==> config.mk <==
export PLATFORM = sky130hd
export DESIGN_NAME = mdmx_top
export DESIGN_NICKNAME = d
export VERILOG_FILES = /design/src/rtl/mdmx_pkg.sv /design/src/rtl/mdmx_regs.sv /design/src/rtl/mdmx_mdc_div.sv /design/src/rtl/mdmx_engine.sv /design/src/rtl/mdmx_fanout.sv /design/src/rtl/mdmx_top.sv
export SDC_FILE = /design/constraint.sdc
export NUM_CORES = 1
export LEC_CHECK = 0
export ABC_AREA = 0
export BUFFER_PORTS_ARGS = -buffer_cell sky130_fd_sc_hd__buf_2
export CAP_MARGIN = 20
export CORE_ASPECT_RATIO = 0.7
export CORE_MARGIN = 2
export CORE_UTILIZATION = 50
export CTS_CLUSTER_DIAMETER = 200
export CTS_CLUSTER_SIZE = 14
export DETAILED_ROUTE_END_ITERATION = 8
export GPL_TIMING_DRIVEN = 0
export PLACE_DENSITY = 0.72
export REMOVE_ABC_BUFFERS = 1
export SYNTH_ARGS = -nofsm -noshare
export SYNTH_HDL_FRONTEND = slang
export SYNTH_SLANG_ARGS = --single-unit
==> constraint.sdc <==
create_clock -name clk -period 2.75 [get_ports clk]
set_input_delay 0.4125 -clock clk [delete_from_list [all_inputs] [get_ports clk]]
set_output_delay 0.4125 -clock clk [all_outputs]
set_load 0.05 [all_outputs]
==> src/rtl/mdmx_pkg.sv <==
`timescale 1ns/1ps
package mdmx_pkg;
  localparam int REG_AW = 5;
  localparam logic [REG_AW-1:0] OFS_PARAM = 5'h00;
  localparam logic [REG_AW-1:0] OFS_RDATA = 5'h04;
  localparam logic [REG_AW-1:0] OFS_ADDR  = 5'h08;
  localparam logic [REG_AW-1:0] OFS_CTRL  = 5'h0C;
  localparam logic [REG_AW-1:0] OFS_STAT  = 5'h10;

  localparam int FRAME_BITS = 64;
  localparam int TA_FIRST   = 46;
  localparam int DATA_FIRST = 48;

  typedef enum logic [1:0] {ENG_IDLE, ENG_RUN, ENG_DONE} eng_state_t;

  // Packed so that internal lands on bit 25 and wdata on bits 15:0.
  typedef struct packed {
    logic        internal;
    logic [2:0]  bus_id;
    logic        c45;
    logic [4:0]  phy;
    logic [15:0] wdata;
  } mdio_param_t;
endpackage

==> src/rtl/mdmx_regs.sv <==
`timescale 1ns/1ps
module mdmx_regs
  import mdmx_pkg::*;
(
  input  logic              clk,
  input  logic              rst_n,
  input  logic [REG_AW-1:0] bus_addr,
  input  logic              bus_wen,
  input  logic [31:0]       bus_wdata,
  output logic [31:0]       bus_rdata,
  input  logic              done,
  input  logic [15:0]       rd_word,
  output mdio_param_t       param_q,
  output logic [20:0]       addr_field,
  output logic              start_wr,
  output logic              start_rd,
  output logic              clr
);
  logic [31:0] addr_q;
  logic        ctrl_we;

  assign ctrl_we    = bus_wen && (bus_addr == OFS_CTRL);
  assign start_wr   = ctrl_we && (bus_wdata == 32'd1);
  assign start_rd   = ctrl_we && (bus_wdata == 32'd2);
  assign clr        = ctrl_we && (bus_wdata == 32'd0);
  assign addr_field = addr_q[20:0];

  always_ff @(posedge clk) begin
    if (!rst_n) begin
      param_q <= '0;
      addr_q  <= '0;
    end else if (bus_wen) begin
      if (bus_addr == OFS_PARAM) param_q <= mdio_param_t'(bus_wdata[25:0]);
      if (bus_addr == OFS_ADDR)  addr_q  <= bus_wdata;
    end
  end

  always_comb begin
    case (bus_addr)
      OFS_PARAM: bus_rdata = {6'd0, param_q};
      OFS_RDATA: bus_rdata = {16'd0, rd_word};
      OFS_ADDR:  bus_rdata = addr_q;
      OFS_STAT:  bus_rdata = {31'd0, done};
      default:   bus_rdata = 32'd0;
    endcase
  end
endmodule

==> src/rtl/mdmx_mdc_div.sv <==
`timescale 1ns/1ps
module mdmx_mdc_div #(
  parameter int HALF = 5
) (
  input  logic clk,
  input  logic rst_n,
  input  logic run,
  output logic mdc,
  output logic bit_end,
  output logic sample
);
  localparam int PER = 2 * HALF;
  localparam int CW  = (PER > 2) ? $clog2(PER) : 1;

  logic [CW-1:0] cnt;

  always_ff @(posedge clk) begin
    if (!rst_n || !run)             cnt <= '0;
    else if (cnt == CW'(PER - 1))   cnt <= '0;
    else                            cnt <= cnt + 1'b1;
  end

  assign bit_end = run && (cnt == CW'(PER - 1));
  assign sample  = run && (cnt == CW'(HALF - 1));
  assign mdc     = run && (cnt >= CW'(HALF));

  // MDC may only change at the half boundary or at the bit boundary.
  assert_mdc_steady_R10: assert property (@(posedge clk) disable iff (!rst_n)
    (run && $past(run) && cnt != '0 && cnt != CW'(HALF)) |-> $stable(mdc));
endmodule

==> src/rtl/mdmx_engine.sv <==
`timescale 1ns/1ps
module mdmx_engine
  import mdmx_pkg::*;
#(
  parameter int MDC_HALF = 5
) (
  input  logic        clk,
  input  logic        rst_n,
  input  logic        start_wr,
  input  logic        start_rd,
  input  logic        clr,
  input  mdio_param_t param,
  input  logic [20:0] addr,
  input  logic        din,
  output logic        busy,
  output logic        done,
  output logic        mdc,
  output logic        dout,
  output logic        oe,
  output logic [15:0] rd_word,
  output logic        sel_int,
  output logic [2:0]  sel_id
);
  eng_state_t  st_q;
  mdio_param_t lp;
  logic        l_rd;
  logic [20:0] l_addr;
  logic        frame_q;
  logic [5:0]  bit_q;
  logic        run, bit_end, sample, last;
  logic [1:0]  st2, op2;
  logic [4:0]  f2;
  logic [15:0] d16;
  logic [FRAME_BITS-1:0] fword;

  assign run = (st_q == ENG_RUN);

  mdmx_mdc_div #(.HALF(MDC_HALF)) u_div (
    .clk(clk), .rst_n(rst_n), .run(run),
    .mdc(mdc), .bit_end(bit_end), .sample(sample)
  );

  always_ff @(posedge clk) begin
    if (!rst_n) begin
      st_q    <= ENG_IDLE;
      lp      <= '0;
      l_rd    <= 1'b0;
      l_addr  <= '0;
      frame_q <= 1'b0;
      bit_q   <= '0;
    end else if (clr) begin
      st_q <= ENG_IDLE;
    end else begin
      case (st_q)
        ENG_IDLE: if (start_wr || start_rd) begin
          st_q    <= ENG_RUN;
          lp      <= param;
          l_rd    <= start_rd;
          l_addr  <= addr;
          frame_q <= 1'b0;
          bit_q   <= '0;
        end
        ENG_RUN: if (bit_end) begin
          bit_q <= bit_q + 1'b1;
          if (bit_q == 6'(FRAME_BITS - 1)) begin
            if (last) st_q    <= ENG_DONE;
            else      frame_q <= 1'b1;
          end
        end
        default: st_q <= st_q;
      endcase
    end
  end

  always_ff @(posedge clk) begin
    if (!rst_n)
      rd_word <= '0;
    else if (sample && last && l_rd && bit_q >= 6'(DATA_FIRST))
      rd_word <= {rd_word[14:0], din};
  end

  // Frame word assembly: the final frame of an access carries the operation.
  always_comb begin
    last = (frame_q == lp.c45);
    st2  = lp.c45 ? 2'b00 : 2'b01;
    if (!last)     op2 = 2'b00;
    else if (l_rd) op2 = lp.c45 ? 2'b11 : 2'b10;
    else           op2 = 2'b01;
    f2    = lp.c45 ? l_addr[20:16] : l_addr[4:0];
    d16   = last ? lp.wdata : l_addr[15:0];
    fword = {32'hFFFF_FFFF, st2, op2, lp.phy, f2, 2'b10, d16};
  end

  assign dout    = fword[6'd63 - bit_q];
  assign oe      = run && !(last && l_rd && bit_q >= 6'(TA_FIRST));
  assign busy    = run;
  assign done    = (st_q == ENG_DONE);
  assign sel_int = lp.internal;
  assign sel_id  = lp.bus_id;

  assert_fields_held_R11: assert property (@(posedge clk) disable iff (!rst_n)
    (run && $past(run)) |-> $stable({lp, l_rd, l_addr}));

  assert_read_released_R7: assert property (@(posedge clk) disable iff (!rst_n)
    (sample && l_rd && last && bit_q >= 6'(DATA_FIRST)) |-> !oe);
endmodule

==> src/rtl/mdmx_fanout.sv <==
`timescale 1ns/1ps
module mdmx_fanout #(
  parameter int NUM_INT = 4,
  parameter int NUM_EXT = 4
) (
  input  logic               sel_int,
  input  logic [2:0]         sel_id,
  input  logic               mdc,
  input  logic               dout,
  input  logic               oe,
  input  logic [NUM_INT+NUM_EXT-1:0] mdio_i,
  output logic [NUM_INT+NUM_EXT-1:0] mdc_o,
  output logic [NUM_INT+NUM_EXT-1:0] mdio_o,
  output logic [NUM_INT+NUM_EXT-1:0] mdio_oe,
  output logic               din
);
  localparam int NC = NUM_INT + NUM_EXT;
  logic [NC-1:0] hit;

  for (genvar i = 0; i < NC; i++) begin : g_child
    if (i < NUM_INT) begin : g_int
      assign hit[i] = sel_int && (sel_id == 3'(i));
    end else begin : g_ext
      assign hit[i] = !sel_int && (sel_id == 3'(i - NUM_INT));
    end
    assign mdc_o[i]   = hit[i] && mdc;
    assign mdio_o[i]  = hit[i] && dout;
    assign mdio_oe[i] = hit[i] && oe;
  end

  // No selected child: the line floats high through its pull-up.
  assign din = (|hit) ? |(hit & mdio_i) : 1'b1;
endmodule

==> src/rtl/mdmx_top.sv <==
`timescale 1ns/1ps
module mdmx_top
  import mdmx_pkg::*;
#(
  parameter int NUM_INT  = 4,
  parameter int NUM_EXT  = 4,
  parameter int MDC_HALF = 5
) (
  input  logic                       clk,
  input  logic                       rst_n,
  input  logic [4:0]                 reg_addr,
  input  logic                       reg_wen,
  input  logic [31:0]                reg_wdata,
  output logic [31:0]                reg_rdata,
  output logic [NUM_INT+NUM_EXT-1:0] mdc_o,
  output logic [NUM_INT+NUM_EXT-1:0] mdio_o,
  output logic [NUM_INT+NUM_EXT-1:0] mdio_oe,
  input  logic [NUM_INT+NUM_EXT-1:0] mdio_i
);
  mdio_param_t param_q;
  logic [20:0] addr_field;
  logic        start_wr, start_rd, clr;
  logic        busy, done, mdc, dout, oe, din, sel_int;
  logic [2:0]  sel_id;
  logic [15:0] rd_word;

  mdmx_regs u_regs (
    .clk(clk), .rst_n(rst_n), .bus_addr(reg_addr), .bus_wen(reg_wen),
    .bus_wdata(reg_wdata), .bus_rdata(reg_rdata), .done(done),
    .rd_word(rd_word), .param_q(param_q), .addr_field(addr_field),
    .start_wr(start_wr), .start_rd(start_rd), .clr(clr)
  );

  mdmx_engine #(.MDC_HALF(MDC_HALF)) u_eng (
    .clk(clk), .rst_n(rst_n), .start_wr(start_wr), .start_rd(start_rd),
    .clr(clr), .param(param_q), .addr(addr_field), .din(din),
    .busy(busy), .done(done), .mdc(mdc), .dout(dout), .oe(oe),
    .rd_word(rd_word), .sel_int(sel_int), .sel_id(sel_id)
  );

  mdmx_fanout #(.NUM_INT(NUM_INT), .NUM_EXT(NUM_EXT)) u_fan (
    .sel_int(sel_int), .sel_id(sel_id), .mdc(mdc), .dout(dout), .oe(oe),
    .mdio_i(mdio_i), .mdc_o(mdc_o), .mdio_o(mdio_o), .mdio_oe(mdio_oe),
    .din(din)
  );

  assert_one_child_clock_R9: assert property (@(posedge clk) disable iff (!rst_n)
    $onehot0(mdc_o) && $onehot0(mdio_oe));

  assert_done_hold_R3: assert property (@(posedge clk) disable iff (!rst_n)
    (done && !clr) |=> done);

  assert_abort_idle_R4: assert property (@(posedge clk) disable iff (!rst_n)
    clr |=> (!done && !busy && mdc_o == '0 && mdio_oe == '0));

  assert_idle_quiet_R10: assert property (@(posedge clk) disable iff (!rst_n)
    !busy |-> (mdc_o == '0));
endmodule

# Word-level counts from Yosys, hierarchy flattened
# Cells that the tools add are included.
[word_totals]
elab_cells = 137
out_inout_bits = 56
register_bits = 135
[op_classes]
addsub = 3
muxes = 23
n_reduce_logical = 66
bitwise = 3
eq_ne = 20
magnitude_cmp = 4
[ops]
columns = ["cell", "count"]
rows = [
  ["one-hot mux 32 bit (4 select lines)", 1],
  ["logical AND 1 bit", 45],
  ["equality test 32 x 1 -> 1 bit, second input constant", 1],
  ["equality test 32 x 2 -> 1 bit, second input constant", 1],
  ["logical NOT 32 bit", 1],
  ["two-way mux 16 bit", 1],
  ["OR reduction 8 bit", 2],
  [">= comparator 6 bit, second input constant", 2],
  ["two-way mux 2 bit", 6],
  ["two-way mux 6 bit", 2],
  ["one-hot mux 6 bit (2 select lines)", 1],
  ["equality test 5 x 4 -> 1 bit, second input constant", 2],
  ["AND 8 bit", 1],
  ["two-way mux 1 bit", 8],
  ["!= test 2 bit, second input constant", 4],
  ["less-than comparator 6 x 7 -> 1 bit, second input constant", 1],
  ["adder 6 x 1 -> 6 bit, second input constant", 1],
  ["binary-select mux 1 bit (select 6 bit)", 1],
  ["equality test 3 x 2 -> 1 bit, second input constant", 2],
  ["equality test 6 bit, second input constant", 1],
  ["AND reduction 6 bit", 1],
  ["subtractor 6 bit, first input constant", 1],
  ["equality test 5 x 3 -> 1 bit, second input constant", 1],
  ["equality test 5 bit, second input constant", 1],
  ["other kinds (24)", 31],
]

# Logic depth before layout (Yosys ltp)
# Gate-level depths: netlist of the first run.
[depth]
word_depth = 6
mapped_depth = 8
ltp_nobuf = 7

# Cells and area by module
# A second synthesis of the first run with hierarchy kept.
[hier_totals]
cells_unflattened = 807
area_unflattened_um2 = 6852.8
[modules_own_cells]
columns = ["module", "area_per_inst_um2", "seq_area_each_um2", "instances", "cells_per_inst"]
rows = [
  ["mdmx_engine", 3413.3, 1461.4, 1, 416],
  ["mdmx_regs", 2977.9, 1161.1, 1, 327],
  ["mdmx_fanout", 235.2, 0.0, 1, 40],
  ["mdmx_mdc_div", 226.5, 80.1, 1, 24],
]

# Worst setup path after synthesis of the first run
# No wires, ideal clock.
[synth_timing]
path_kind = "register to output"
start = "register u_eng.lp[21] in the netlist's numbering"
end = "output port mdio_o[0]"
required_ps = 2338
path_stages_with_launch = 7
arrival_ps = 3169
slack_ps = -831
path_cell_list = "dfxtp_1 > buf_6 > or3b_2 > o22ai_1 > a311oi_1 > o311a_1 > nor4_1"
[synth_via]
elab_chain_len = 6
word_cells_on_any_way = 10
[synth_lines]
columns = ["element", "line", "rtl"]
rows = [
  ["start, declared", "mdmx_engine.sv:25", "mdio_param_t lp;"],
  ["start signal, assigned", "mdmx_engine.sv:57", "lp <= param;"],
  ["two-way mux 1 bit", "mdmx_engine.sv:87", "else if (l_rd) op2 = lp.c45 ? 2'b11 : 2'b10;"],
  ["two-way mux 2 bit", "mdmx_engine.sv:87", ""],
  ["two-way mux 2 bit", "mdmx_engine.sv:86", "if (!last) op2 = 2'b00;"],
  ["binary-select mux 1 bit (select 6 bit) (*)", "mdmx_engine.sv:94", "assign dout = fword[6'd63 - bit_q];"],
  ["two-way mux 1 bit (implied by the code) (*)", "mdmx_engine.sv:94", ""],
  ["logical AND 1 bit (*)", "mdmx_fanout.sv:27", "assign mdio_o[i] = hit[i] && dout;"],
  ["end, declared", "mdmx_top.sv:16", "output logic [NUM_INT+NUM_EXT-1:0] mdio_o,"],
]
# Every way passes the cells marked *; elsewhere a longest branch is shown, timed or not. The select of a mux whose other input is x is not followed.

# Worst setup path in the final report of the first run
[layout_timing]
start = "register u_eng.lp[21] in the netlist's numbering"
end = "output port mdio_o[1]"
# The elaborated chain is that of the path after synthesis.

==> results.json, run 1 <==
{
  "clock_sinks": 135,
  "cts.path.max_buffers": 2,
  "period_needed_ps": 3100,
  "min_path_type": "in2reg",
  "path_clk_slew_ps": 60,
  "core_um2": 13000,
  "worst_clock_skew_ps": 7.30,
  "grt_usage_pct": 27.1,
  "dieArea_um2": 14100,
  "antenna_found_initial": 0,
  "gp_congestion": 0.948,
  "grt_pass1_wl_um": 30100,
  "numCtsBuffers": 17,
  "max_slew.worst_pin.slew_ps": 994,
  "async_reset_ff_share_pct": 0,
  "ios": 104,
  "max_stage_delay_ps": 540,
  "required_ps": 2340,
  "path_delay_family": "compound AO/OA/AOI/OAI gates",
  "power_density_nw_per_um2": 540,
  "die_w_um": 141,
  "final_cells": 1060,
  "initial_utilization_pct": 50.6,
  "finalHoldViolations": 0,
  "yosys_warnings": 0,
  "synth_fa_ha_area_share_pct": 0.760,
  "crit_buf_inv": 2,
  "period_share_pct": 113,
  "regArea_um2": 2720,
  "synthSimpleGateAreaFrac_pct": 25.9,
  "report.final.setup_viol": 8,
  "vias_per_cell": 5.78,
  "relSlewSlack_pct": 33.7,
  "num_vias": 6125,
  "setup_ws_ps": -353,
  "syn_area_per_cell_um2": 8.38,
  "crit_slowest_cell": "mux4_2",
  "synth_compound_area_share_pct": 20.0,
  "synth-xor-area-share_pct": 1.06,
  "root_buffer": "clkbuf_16",
  "grt_overflow": 0,
  "violations": "negative setup slack",
  "maxSlewViolCount": 0,
  "final_area_um2": 8230,
  "drtIter0Drc": 543,
  "final_cell_mix": "230 x nand2_1, 130 x dfxtp_1, 104 x a21boi_0",
  "num_rows": 35,
  "dpl.cell_count": 1012,
  "vdd_ir_drop_max_uv": 439,
  "outcome": "finished with violations",
  "cap_violations": 0,
  "drt-total-wl_um": 19100,
  "fin_hold_ws_ps": 261,
  "cp-end-kind": "primary output",
  "ys.flop_type": "dfxtp_1",
  "rsz0062_at_grt": "true",
  "power_leakage_nw": 3.04,
  "cp_cell_sequence": "xor2_4 > mux4_2 > a211o_1 > a211oi_4 > buf_12 > nor4_1 > buf_4",
  "final_common_cell": "nand2_1",
  "synth_top_family_by_area": "simple AND/OR/NAND/NOR gates",
  "die_h_um": 100,
  "insertion_delay_ps": 420,
  "synth_cells": 786,
  "synth-edff-count": 0,
  "drtAntennaViolNets": 0,
  "wl_per_cell_um": 18.0,
  "place_area_um2": 7280,
  "synthToLayoutAreaGrowth_pct": 25.0,
  "grt_max_degree": 126,
  "cp-start-kind": "register",
  "synthMuxAreaShare_pct": 6.69,
  "arrival_ps": 2690,
  "htree_levels": 4,
  "finalNetCount": 933,
  "yosysSeqAreaShare_pct": 41.0,
  "multi_input_area_um2": 3690,
  "hpwl_um": 12400,
  "drc_errors": 0,
  "clock.fmax_ghz": 0.322,
  "dr.pass1.iters": 8,
  "drive_above_1_share_pct": 22.4,
  "port_buffers": 103,
  "synth-seq-cells": 135,
  "cts_tree": "yes",
  "postLayoutCoreUtil_pct": 63.3,
  "synth_cell_types": 62,
  "critPathKind": "reg2out",
  "synth_area_um2": 6580,
  "grt_pass1_vias": 5920,
  "crit_path_max_fanout": 8,
  "nFillCells": 1093,
  "antenna_cells": 0
}
[flip-flops by register name (all words and copies together) (netlist names)]
name and flops:
u_eng.st_q 2, u_eng.l_addr 21, u_eng.sel_id 3, u_regs.param_q 26
u_eng.u_div.cnt 4, u_eng.rd_word 16, u_eng.bit_q 6, u_eng.fword 5
u_eng.sel_int 1, u_regs.addr_q 32, u_eng.frame_q 1, u_eng.lp 17
u_eng.l_rd 1
[layer usage]
layer | share of wire, % | wire length (um) | vias to the layer above | GRT usage (%)
met1 | 44 | 8430 | 2941 | 36.6
met3 | 8.5 | 1630 | 28 | 6.15
met5 | 0 | 0 | - | 0
li1 | - | - | 2916 | -
met2 | 46 | 8730 | 240 | 44.2
met4 | 1.6 | 304 | 0 | 7.31
[path summary, 6_finish.rpt]
path	depth (start not counted)	slack [ps]	start	end
hold reg to reg	2	460	u_regs.addr_q[26]	u_regs.addr_q[26]
hold / removal	3	260	reg_wdata[26]	u_regs.addr_q[26]
setup / recovery	7	-350	u_eng.lp[21]	mdio_o[1]
setup reg to reg	7	690	u_eng.lp[21]	u_eng.rd_word[14]
[tightest hold or removal path: stages]
cell	delay [ps]
buf_2	110
nand2_1	40
a21boi_0	60
[cells in the mapped netlist (3+ instances only)]
| library cell | count | area, um^2 |
|---|---|---|
| nand2_1 | 230 | 863 |
| dfxtp_1 | 135 | 2700 |
| a21boi_0 | 104 | 781 |
| clkbuf_1 | 39 | 146 |
| nor2_1 | 30 | 113 |
| mux2i_1 | 26 | 260 |
| nor2b_1 | 22 | 138 |
| inv_1 | 21 | 78.8 |
| a222oi_1 | 15 | 150 |
| nor4_1 | 12 | 75.1 |
| a22o_1 | 10 | 87.6 |
| and2_1 | 9 | 56.3 |
| buf_2 | 9 | 45.0 |
| a21oi_1 | 8 | 40.0 |
| nor3b_1 | 8 | 60.1 |
| nand3_1 | 7 | 35.0 |
| nand3b_1 | 6 | 45.0 |
| nor3_1 | 5 | 25.0 |
| or4_1 | 5 | 37.5 |
| ha_1 | 4 | 50.1 |
| nand4_1 | 4 | 25.0 |
| o21ai_0 | 4 | 20.0 |
| a21boi_1 | 3 | 22.5 |
| and3_1 | 3 | 18.8 |
| and3b_1 | 3 | 26.3 |
| and4_1 | 3 | 26.3 |
| buf_4 | 3 | 22.5 |
| mux2_2 | 3 | 33.8 |
| mux4_1 | 3 | 78.8 |
| mux4_2 | 3 | 67.6 |
| nand2b_1 | 3 | 18.8 |
| o31ai_1 | 3 | 22.5 |
| or3_1 | 3 | 18.8 |
| or4b_1 | 3 | 30.0 |
[power by group]
group | switching (mW) | internal [mW]
sequential | 0.00464 | 1.96
clock | 0.874 | 1.46
combinational | 0.0847 | 0.0668
total | 0.963 | 3.49
[final cells by class]
class	count	area share, %
clock inverter	9	1.38
clock buffer	23	6.05
inverter	21	0.958
tap	166	2.52
timing repair buffer	127	11.2
sequential	135	33.0
multi-input combinational	579	44.9
[kinds of logic (layout without fill, tap and decap cells)]
kind of cell / count (synthesis) / after routing
flip-flops: 135 / 135
XOR/XNOR: 5 / 5
buffers and inverters: 73 / 180
adder cells (fa/ha/maj): 4 / 4
multiplexers: 35 / 35
AO/OA/AOI/OAI: 170 / 170
AND/OR/NAND/NOR: 364 / 365
[per-stage QoR]
step / setup slack (ps) / total power, mW / TNS [ps]
floorplan: -905 / 2.06 / -25060
global placement: -2260 / 2.14 / -217480
detailed placement: -667 / 2.15 / -21390
CTS: -319 / 4.47 / -2510
global route: -458 / 4.57 / -3330
finish: -353 / 4.45 / -2720
[repair_timing]
action / in CTS / in global routing
pin swaps: 8 / 1
setup endpoints to repair: 31 / 30
buffers inserted: 13 / 1
hold buffers: 0 / 0
gates cloned: 1 / 0
gates resized for setup: 30 / 9
No activity file was read; power rests on OpenSTA's default activity.
==> run 2, diff against run 1 <==
--- a/config.mk
+++ b/config.mk
@@ -5,7 +5,7 @@
 export SDC_FILE = /design/constraint.sdc
 export NUM_CORES = 1
 export LEC_CHECK = 0
-export ABC_AREA = 0
+export ABC_AREA = 1
 export BUFFER_PORTS_ARGS = -buffer_cell sky130_fd_sc_hd__buf_2
 export CAP_MARGIN = 20
 export CORE_ASPECT_RATIO = 0.7
==> run 2 against run 1 <==
- the flow now finishes without violations
- sequential power is essentially flat
- via count increased by 2.2%
- register-to-register slack lost 110 ps
- clock power about the same
- synthesized cell count grew 14%
- sequential cell count unchanged
- largest power group unchanged
- highest routed layer unchanged
==> results.json, run 2 <==
{
  "outcome": "complete, no violations",
  "yosys_warnings": 0,
  "wl_per_cell_um": 15.0,
  "period_share_pct": 96.7,
  "finalNetCount": 1038,
  "synth_top_area_share_pct": 40.3,
  "final_cell_mix": "131 x dfxtp_1, 120 x inv_1, 98 x nand2_1",
  "top_regs": "u_regs.addr_q: 32 flops, u_regs.param_q: 26 flops, u_eng.l_addr: 21 flops",
  "cp-end-kind": "primary output",
  "arrival_ps": 2250,
  "max_slew.worst_pin.slew_ps": 1010,
  "final_cells": 1164,
  "die_w_um": 142,
  "synth-edff-count": 0,
  "netlist_top_cells_count": "135 x dfxtp_1, 122 x inv_1, 101 x nand2_1",
  "finalPower_mw": 4.49,
  "initial_utilization_pct": 51.0,
  "regArea_um2": 2710,
  "min_path_type": "in2reg",
  "multi_input_area_um2": 3200,
  "power_leakage_nw": 3.12,
  "grt_usage_pct": 24.8,
  "crit_path_start": "reg_addr[1]",
  "required_ps": 2340,
  "num_vias": 6257,
  "drc_errors": 0,
  "die_h_um": 101,
  "postLayoutCoreUtil_pct": 60.9,
  "vias_per_cell": 5.38,
  "timing.critical_path.mode_cell": "buf_2",
  "relSlewSlack_pct": 32.1,
  "max_stage_delay_ps": 310,
  "drt-total-wl_um": 17400,
  "cts.path.max_buffers": 2,
  "drive_above_1_share_pct": 24.5,
  "cp-start-kind": "input port",
  "port_buffers": 103,
  "async_reset_ff_share_pct": 0,
  "grt_overflow": 0,
  "rsz0062_at_grt": "true",
  "crit_slowest_cell": "buf_2",
  "clock.fmax_ghz": 0.376,
  "synth_area_um2": 6700,
  "clock_sinks": 135,
  "synth-seq-cells": 135,
  "dieArea_um2": 14400,
  "worst_clock_skew_ps": 5.57,
  "ios": 104,
  "dr.pass1.iters": 5,
  "finalSetupTns_ps": 0,
  "insertion_delay_ps": 420,
  "grt_pass1_wl_um": 28200,
  "nFillCells": 1219,
  "maxSlewViolCount": 0,
  "report.final.setup_viol": 0,
  "dpl.cell_count": 1122,
  "power_density_nw_per_um2": 561,
  "synth_top_area_cell": "dfxtp_1",
  "hold_buffers": 0,
  "htree_levels": 4,
  "antenna_found_initial": 0,
  "post-place-ws_ps": -23.4,
  "crit_path_max_fanout": 12,
  "drtIter0Drc": 459,
  "num_rows": 35,
  "hpwl_um": 11500,
  "min_from": "reg_wdata[28]",
  "numCtsBuffers": 17,
  "path_clk_slew_ps": 60,
  "synth_cell_types": 44,
  "vdd_ir_drop_max_uv": 432,
  "regMostFlops": "u_regs.addr_q",
  "yosysSeqAreaShare_pct": 40.3,
  "crit_buf_inv": 5,
  "path_delay_family": "buffers and inverters",
  "synth_cells": 899,
  "critPathKind": "in2out",
  "drtAntennaViolNets": 0,
  "cp_cell_sequence": "buf_2 > or2_1 > inv_2 > nand2_1 > nor2_1 > clkinvlp_4 > buf_4 > o221ai_1 > buf_2",
  "gp_congestion": 0.926,
  "setup_ws_ps": 90.3,
  "antenna_cells": 0,
  "largest_reg_flops": 32,
  "syn_area_per_cell_um2": 7.46,
  "period_needed_ps": 2660,
  "grt_max_degree": 109,
  "core_um2": 13100,
  "final_common_cell": "dfxtp_1",
  "synth_area_leaders": "dfxtp_1 40%, inv_1 6.8%, a21oi_2 6.4%, o21ai_0 6.2%, nand2_1 5.7%",
  "synthToLayoutAreaGrowth_pct": 19.4,
  "cts_tree": "yes",
  "grt_pass1_vias": 5548,
  "cap_violations": 0,
  "root_buffer": "clkbuf_16",
  "r2r-start": "u_eng.st_q[1]",
  "ys.flop_type": "dfxtp_1",
  "synth_most_common_cell": "dfxtp_1",
  "finalHoldViolations": 0
}
[run 2: per-stage QoR]
| stage | instance area, um^2 | hold slack, ps |
|---|---|---|
| 6_report | 8000 | 295 |
| 3_3_place_gp | 7060 | 443 |
| 5_1_grt | 8000 | 299 |
| 4_1_cts | 7850 | 282 |
| 2_1_floorplan | 6340 | 429 |
| 3_5_place_dp | 7200 | 443 |
[run 2: power breakdown]
part           leakage, nW  switching (mW)  internal [mW]
clock network        0.290           0.823           1.53
logic                 1.74           0.109         0.0587
registers             1.09         0.00277           1.97
total                 3.12           0.935           3.55
[run 2: worst register-to-register path, delay by kind of cell (launching register included)]
kind / cells / cell delay, ps
simple gates: 4 / 860
buf+inv: 3 / 670
flops: 1 / 320
compound gates: 2 / 250
[run 2: metal layers]
metal	global-route usage [%]	part of all wire (%)
met3	6.51	6.7
met5	0	0
met4	4.65	0.43
met2	35.1	42
met1	38.0	51
[run 2: final timing paths]
path              slack [ps]                end  depth (start not counted)
setup / recovery          90      reg_rdata[14]                          9
setup reg to reg         580         u_eng.l_rd                          9
hold reg to reg          450  u_regs.addr_q[24]                          2
hold / removal           290  u_regs.addr_q[28]                          3
[run 2: layout make-up]
type | count | area share, %
sequential | 135 | 33.9
multi-input combinational | 581 | 39.9
clock inverter | 9 | 1.88
inverter | 132 | 6.35
clock buffer | 22 | 5.68
timing repair buffer | 119 | 9.66
tap | 166 | 2.60
[run 2: cell families (layout without fill, tap and decap cells)]
kind of cell,count (synthesis),in the layout,share of synthesized area [%]
simple gates,283,283,19.2
buf+inv,183,282,12.9
fa+ha+maj,4,4,0.747
flops,135,135,40.3
xor+xnor,6,6,0.784
compound gates,288,288,26.0
[run 2: repair_timing]
action | in CTS | in global routing
resized for setup | 13 | 21
pin swaps | 0 | 2
setup endpoints to repair | 8 | 25
setup buffers | 2 | 9
hold endpoints to repair | 0 | 0
==> run 3, diff against run 2 <==
--- a/config.mk
+++ b/config.mk
@@ -7,7 +7,6 @@
 export LEC_CHECK = 0
 export ABC_AREA = 1
 export BUFFER_PORTS_ARGS = -buffer_cell sky130_fd_sc_hd__buf_2
-export CAP_MARGIN = 20
 export CORE_ASPECT_RATIO = 0.7
 export CORE_MARGIN = 2
 export CORE_UTILIZATION = 50
==> constraint.sdc (replaced) <==
create_clock -name clk -period 2.7 [get_ports clk]
set_input_delay 0.405 -clock clk [delete_from_list [all_inputs] [get_ports clk]]
set_output_delay 0.405 -clock clk [all_outputs]
set_load 0.05 [all_outputs]
==> run 3 against run 2 <==
- count of clock-buffer cells in the layout unchanged
- cell count rose by 0.17%
- routed wire length down 0.61%
- non-clock buffer count shrank 1
- critical path depth down 3
- highest routed layer unchanged
- clock power is essentially flat
- critical endpoint is now reg_rdata[15]
- hold slack lost 5.1 ps
- largest cell class unchanged
- largest power group unchanged
- first-iteration DRC count rose by 8.9%
- worst setup slack improved by 45 ps
==> results.json, run 3 (synthesized netlist as in run 2, its figures left out) <==
{
  "outcome": "complete, no violations",
  "grt_pass1_vias": 5548,
  "final_cell_mix": "131 x dfxtp_1, 120 x inv_1, 97 x nand2_1",
  "insertion_delay_ps": 410,
  "dr.pass1.iters": 5,
  "crit_buf_inv": 2,
  "place_area_um2": 7170,
  "path_delay_family": "simple AND/OR/NAND/NOR gates",
  "regMostFlops": "u_regs.addr_q",
  "post-place-ws_ps": -200,
  "finalNetCount": 1039,
  "r2r-start": "u_eng.st_q[1]",
  "drive_above_1_share_pct": 25.2,
  "crit_slowest_cell": "nor4_4",
  "final_common_cell": "dfxtp_1",
  "grt_pass1_wl_um": 27900,
  "max_stage_delay_ps": 770,
  "report.final.setup_viol": 0,
  "power_leakage_nw": 3.12,
  "die_h_um": 101,
  "core_um2": 13100,
  "hpwl_um": 11300,
  "clock.fmax_ghz": 0.390,
  "setup_ws_ps": 135,
  "numCtsBuffers": 17,
  "cp_num_cells": 6,
  "dieArea_um2": 14400,
  "holdPathStages": 3,
  "finalPower_mw": 4.51,
  "root_buffer": "clkbuf_16",
  "grt_overflow": 0,
  "crit_end": "reg_rdata[15]",
  "required_ps": 2300,
  "initial_utilization_pct": 51.0,
  "cts.path.max_buffers": 2,
  "gp_congestion": 0.926,
  "grt_usage_pct": 24.5,
  "clock_sinks": 135,
  "rsz0062_at_grt": "true",
  "htree_levels": 4,
  "cts_tree": "yes",
  "relSlewSlack_pct": 32.8,
  "grt_max_degree": 109,
  "rrSetupSlack_ps": 550,
  "num_rows": 35,
  "max_slew.worst_pin.slew_ps": 1000,
  "ios": 104,
  "die_w_um": 142,
  "largest_reg_flops": 32,
  "num_vias": 6231,
  "cap_violations": 0,
  "cp-end-kind": "primary output",
  "crit_path_start": "reg_addr[1]",
  "final_area_um2": 8000,
  "power_density_nw_per_um2": 564,
  "drtIter0Drc": 500,
  "timing.critical_path.mode_cell": "buf_2",
  "reg2reg_depth": 9,
  "path_clk_slew_ps": 60,
  "antenna_cells": 0,
  "vdd_ir_drop_max_uv": 448,
  "cp-start-kind": "input port",
  "maxSlewViolCount": 0,
  "critPathKind": "in2out",
  "drtAntennaViolNets": 0,
  "r2r_end": "u_eng.l_rd",
  "drt-total-wl_um": 17300,
  "period_needed_ps": 2560,
  "crit_path_max_fanout": 16,
  "synthToLayoutAreaGrowth_pct": 19.3,
  "antenna_found_initial": 0,
  "finalHoldViolations": 0,
  "period_share_pct": 95.0,
  "finalSetupTns_ps": 0,
  "top_regs": "u_regs.addr_q: 32 flops, u_regs.param_q: 26 flops, u_eng.l_addr: 21 flops",
  "wl_per_cell_um": 14.9,
  "min_path_type": "in2reg",
  "arrival_ps": 2160,
  "worst_clock_skew_ps": 7.28,
  "vias_per_cell": 5.34,
  "port_buffers": 103,
  "cp_cell_sequence": "buf_2 > or2_1 > nor4_4 > nand2_1 > o221ai_1 > buf_2",
  "min_from": "reg_wdata[10]",
  "drc_errors": 0
}
[run 3: per-stage QoR]
step | instances | hold slack [ps] | utilization (%)
detailed placement | 1121 | 445 | 54.6
finish | 1166 | 289 | 60.9
floorplan | 848 | 429 | -
global placement | 1117 | 443 | 53.7
global route | 1166 | 293 | 60.9
CTS | 1161 | 276 | 59.9
[run 3: layer usage]
layer | up-vias | part of all wire, % | GRT usage [%] | wire (um)
met2 | 183 | 41 | 34.7 | 7150
met4 | 0 | 0.92 | 5.18 | 160
met3 | 20 | 6.9 | 6.89 | 1200
met5 | - | 0 | 0 | 0
met1 | 2865 | 51 | 36.9 | 8810
li1 | 3163 | - | - | -
[run 3: worst min-delay path by stage]
stage                         end  slack (ps)
5_1_grt         u_regs.addr_q[30]         290
6_report       u_regs.param_q[10]         290
3_3_place_gp    u_regs.addr_q[24]         440
3_5_place_dp    u_regs.addr_q[26]         440
4_1_cts         u_regs.addr_q[30]         280
2_1_floorplan   u_regs.addr_q[21]         430
[run 3: layout make-up]
| type | count | area, um^2 |
|---|---|---|
| timing repair buffer | 118 | 746 |
| inverter | 132 | 508 |
| timing repair inverter | 1 | 7.51 |
| clock inverter | 10 | 120 |
| multi-input combinational | 582 | 3210 |
| tap | 166 | 208 |
| clock buffer | 22 | 484 |
| sequential | 135 | 2710 |
| fill | 1226 | 5140 |
[run 3: report_power, final]
group / leakage (nW) / internal [mW] / total, mW / switching [mW]
Sequential: 1.09 / 2.00 / 2.00 / 0.00280
Clock: 0.281 / 1.46 / 2.34 / 0.877
Combinational: 1.75 / 0.0596 / 0.171 / 0.112
[run 3: what timing repair did]
action                     4_1_cts  5_1_grt
resized for setup               17       21
hold buffers                     0        0
pin swaps                        0        3
buffers inserted                 7        4
gates cloned                     1        1
setup endpoints to repair       33       19
[run 3: worst register-to-register path: cells and delay by family (launching register included)]
family,cells,cell delay [ps]
compound gates,2,240
simple gates,4,870
flops,1,320
buf+inv,3,660
